**src/rtl/dfmul_pkg.sv**
```systemverilog
package dfmul_pkg;

    typedef enum logic {
        FIELD_INT  = 1'b0,
        FIELD_POLY = 1'b1
    } field_e;

    typedef struct packed {
        logic sum;
        logic carry;
    } cell_out_t;

    function automatic logic carries_enabled(field_e f);
        return (f == FIELD_INT);
    endfunction

    function automatic cell_out_t gated_full_add(logic x, logic y, logic cin, logic en);
        cell_out_t r;
        r.sum   = x ^ y ^ cin;
        r.carry = en & ((x & y) | (x & cin) | (y & cin));
        return r;
    endfunction

endpackage

```
**src/rtl/dfmul_cell.sv**
```systemverilog
module dfmul_cell
    import dfmul_pkg::*;
(
    input  logic a_bit,
    input  logic b_bit,
    input  logic sum_in,
    input  logic carry_in,
    input  logic carry_en,
    output logic sum_out,
    output logic carry_out
);
    logic      pp;
    cell_out_t fa;

    assign pp        = a_bit & b_bit;
    assign fa        = gated_full_add(pp, sum_in, carry_in, carry_en);
    assign sum_out   = fa.sum;
    assign carry_out = fa.carry;
endmodule

```
**src/rtl/dfmul_row.sv**
```systemverilog
module dfmul_row #(
    parameter int W   = 16,
    parameter int ROW = 0
) (
    input  logic [W-1:0]   a,
    input  logic           b_bit,
    input  logic           carry_en,
    input  logic [2*W-1:0] acc_in,
    output logic [2*W-1:0] acc_out
);
    localparam int PW = 2 * W;

    logic [W:0]   chain;
    logic [W-1:0] sums;

    assign chain[0] = 1'b0;

    for (genvar i = 0; i < W; i++) begin : g_cell
        dfmul_cell u_cell (
            .a_bit    (a[i]),
            .b_bit    (b_bit),
            .sum_in   (acc_in[ROW+i]),
            .carry_in (chain[i]),
            .carry_en (carry_en),
            .sum_out  (sums[i]),
            .carry_out(chain[i+1])
        );
    end

    always_comb begin
        acc_out          = acc_in;
        acc_out[ROW +: W] = sums;
        if (ROW + W < PW) begin
            acc_out[ROW+W] = chain[W];
        end
    end
endmodule

```
**src/rtl/dfmul_array.sv**
```systemverilog
module dfmul_array #(
    parameter int W = 16
) (
    input  logic [W-1:0]   a,
    input  logic [W-1:0]   b,
    input  logic           carry_en,
    output logic [2*W-1:0] prod
);
    localparam int PW = 2 * W;

    logic [PW-1:0] stage [W+1];

    assign stage[0] = '0;

    for (genvar j = 0; j < W; j++) begin : g_row
        dfmul_row #(.W(W), .ROW(j)) u_row (
            .a       (a),
            .b_bit   (b[j]),
            .carry_en(carry_en),
            .acc_in  (stage[j]),
            .acc_out (stage[j+1])
        );
    end

    assign prod = stage[W];
endmodule

```
**src/rtl/dfmul_top.sv**
```systemverilog
module dfmul_top
    import dfmul_pkg::*;
#(
    parameter int W = 16
) (
    input  logic           clk,
    input  logic           rst,
    input  logic [W-1:0]   op_a,
    input  logic [W-1:0]   op_b,
    input  logic           field_sel,
    output logic [2*W-1:0] product
);
    localparam int PW = 2 * W;

    field_e        field;
    logic          carry_en;
    logic [PW-1:0] prod_comb;

    assign field    = field_e'(field_sel);
    assign carry_en = carries_enabled(field);

    dfmul_array #(.W(W)) u_array (
        .a       (op_a),
        .b       (op_b),
        .carry_en(carry_en),
        .prod    (prod_comb)
    );

    always_ff @(posedge clk) begin
        if (rst) begin
            product <= '0;
        end else begin
            product <= prod_comb;
        end
    end
endmodule

```
**config.mk**
```make
export PLATFORM = sky130hd
export DESIGN_NAME = dfmul_top
export DESIGN_NICKNAME = d
export VERILOG_FILES = /design/src/rtl/dfmul_pkg.sv /design/src/rtl/dfmul_cell.sv /design/src/rtl/dfmul_row.sv /design/src/rtl/dfmul_array.sv /design/src/rtl/dfmul_top.sv
export SDC_FILE = /design/constraint.sdc
export NUM_CORES = 1
export LEC_CHECK = 0
export ABC_AREA = 0
export CORE_ASPECT_RATIO = 1.25
export CORE_UTILIZATION = 60
export CTS_CLUSTER_SIZE = 40
export DETAILED_ROUTE_END_ITERATION = 10
export PLACE_DENSITY = 0.91
export SLEW_MARGIN = 20
export SYNTH_ARGS = -nofsm -noshare
export SYNTH_HDL_FRONTEND = slang
export SYNTH_SLANG_ARGS = --single-unit
```
**constraint.sdc**
```tcl
create_clock -name clk -period 61.7 [get_ports clk]
set_input_delay 12.34 -clock clk [delete_from_list [all_inputs] [get_ports clk]]
set_output_delay 12.34 -clock clk [all_outputs]
set_load 0.005 [all_outputs]
```
==> results.toml <==
[detailed_routing]
antenna_left = 0
routed_via_density = 5.19
highest_layer = "met4"
drcViolationCount = 0
routed_wl_um = 13800
wire_per_inst_um = 12.6
wl_met1_um = 5080
route.met2.wl_um = 8280
dr.pass1.iters = 4
drtIter0Drc = 158
wl_met3_um = 265
vias = 5649

[global_routing]
grt_use_total = 0.216
grt_max_degree = 108
antenna_found_initial = 0
grt_pass1_vias = 6333
grt_overflow = 0
grt_first_pass_wirelength_um = 25900

[critical_path]
crit_type = "input pin to flip-flop"
arrival_ps = 37780
worstPathRequired_ps = 61850
slowest_stage = "clkdlybuf4s50_1"
cp-start-kind = "input pin"
cpMostUsedCell = "fa_1"
path_max_fanout = 16
cp-end-kind = "flip-flop"
cp_slowest_stage_delay_ps = 670

[synth]
synth_area_per_cell_um2 = 9.68
seq_area_frac_synth = 0.0737
synth_warnings = 0
syn_inst = 897
synth_area_mm2 = 0.00869
synth_seq_cells = 32
synth_nets = 1172
synth_cell_types = 14

[finish]
final_layout_size_suffix_gt1_frac = 0.0941
top_register = "product"
final_nets = 1188
regArea_um2 = 641
fin_cells = 1089
fillers = 1004
largest_register_ffs = 32
syn2layout_area_growth_pct = 9.49
final_common_cell = "fa_1"
layout_common_cells = "fa_1, and2_1, nor2b_1, nand2_1, or2_2"
final_util = 0.680
multi_input_area_mm2 = 0.00766
diodes = 0
top_regs = "product (32)"

[cts]
clk_pin_slew_ps = 50
postCtsSetupRepairBufs = 0
ctsLongestPathBuffers = 2
post_cts_resized = 0
cts_sinks = 32
cts_tree = "yes"
clockRootBuffer = "clkbuf_16"
holdBufCountCts = 0
cts_buffers = 5
htreeDepth = 2

[die]
die_area_mm2 = 0.0150
core_mm2 = 0.0140
die_w_um = 110
io_pins = 67
initial_utilization = 0.621
die_h_um = 137
fp-row-count = 48

[worst_hold_path]
hold_path.class = "input pin to flip-flop"

[sta]
final-hold-violation-count = 0
fin_crit_ps = 37640
clock.fmax_mhz = 26.6
slew_headroom = 0.428
setup_tns_ps = 0
finalCritPeriodShare = 0.610
hold-worst-slack_ps = 12550
final_max_slew_viol_count = 0
setup_viol = 0
worst_pin_slew_ps = 857
rsz0062_at_grt = "no"

[power]
p_per_area_mw_per_mm2 = 35.9
clockPowerShare = 0.081
p_int_mw = 0.191
power_switching_mw = 0.151
p_comb_frac = 0.830
power_frac_seq = 0.089
power.leakage_nw = 3.80
max-vdd-ir-drop_mv = 0.0366
swShare = 0.441

[place]
io_buffers = 66
gp_congestion = 0.775
dp_hpwl_um = 11500
place.detailed.instances = 1081

[run_status]
outcome = "completed"

[flow_run]
drv_cap = 0
## cell usage after synthesis
library cell / number / area [um2]
nor2_1: 26 / 97.6
ha_1: 16 / 200
nand2b_1: 27 / 169
or2_2: 73 / 457
and3b_1: 1 / 8.76
clkbuf_1: 48 / 180
fa_1: 224 / 4480
nor2b_1: 143 / 895
and2_1: 153 / 957
inv_1: 38 / 143
nor3b_1: 1 / 7.51
dfxtp_1: 32 / 641
buf_2: 13 / 65.1
nand2_1: 102 / 383
## worst max-delay path, delay by kind of cell
kind / cells / cell delay (ps)
buffers and inverters: 3 / 770
adders and majority gates: 44 / 17810
and+or+nand+nor: 31 / 6840
## final timing paths
path              startpoint           to  slack (ps)  cells past startpoint
hold / removal           rst   product[3]       12550                      2
setup / recovery     op_b[0]  product[30]       24060                     78
## power by group through the flow
stage	Sequential, mW	Combinational [mW]	Clock, mW
3_5_place_dp	0.0311	0.287	0
3_3_place_gp	0.0309	0.278	0
6_report	0.0305	0.283	0.0277
4_1_cts	0.0307	0.292	0.0283
5_1_grt	0.0314	0.340	0.0294
2_1_floorplan	0.0319	0.224	0
## metrics by stage
| step | cell area [um2] | power (mW) | worst slack (ps) |
|---|---|---|---|
| global route | 9510 | 0.401 | 23010 |
| finish | 9510 | 0.342 | 24060 |
| floorplan | 8690 | 0.255 | 25600 |
| detailed placement | 9350 | 0.318 | 23780 |
| CTS | 9520 | 0.351 | 23940 |
| global placement | 9350 | 0.309 | 24220 |
## cell families after synthesis
kind of cell             Yosys count  synth area share
AND/OR/NAND/NOR                  526             0.342
adder cells (fa/ha/maj)          240             0.539
buffers and inverters             99            0.0446
flip-flops                        32            0.0737
## final cells by class
cell class	count	area share
clock buffers	6	0.0135
clock inverters	2	0.00368
well taps	175	0.0230
flip-flops and latches	32	0.0674
multi-input cells	766	0.805
repair buffers	70	0.0722
inverters	38	0.0150
## metal layers
metal  global-route usage  vias up
met2                0.445       60
met4               0.0452        0
met5                    0        -
li1                     -     2648
met1                0.229     2928
met3               0.0233       13
(Power assumes the default switching activity.)
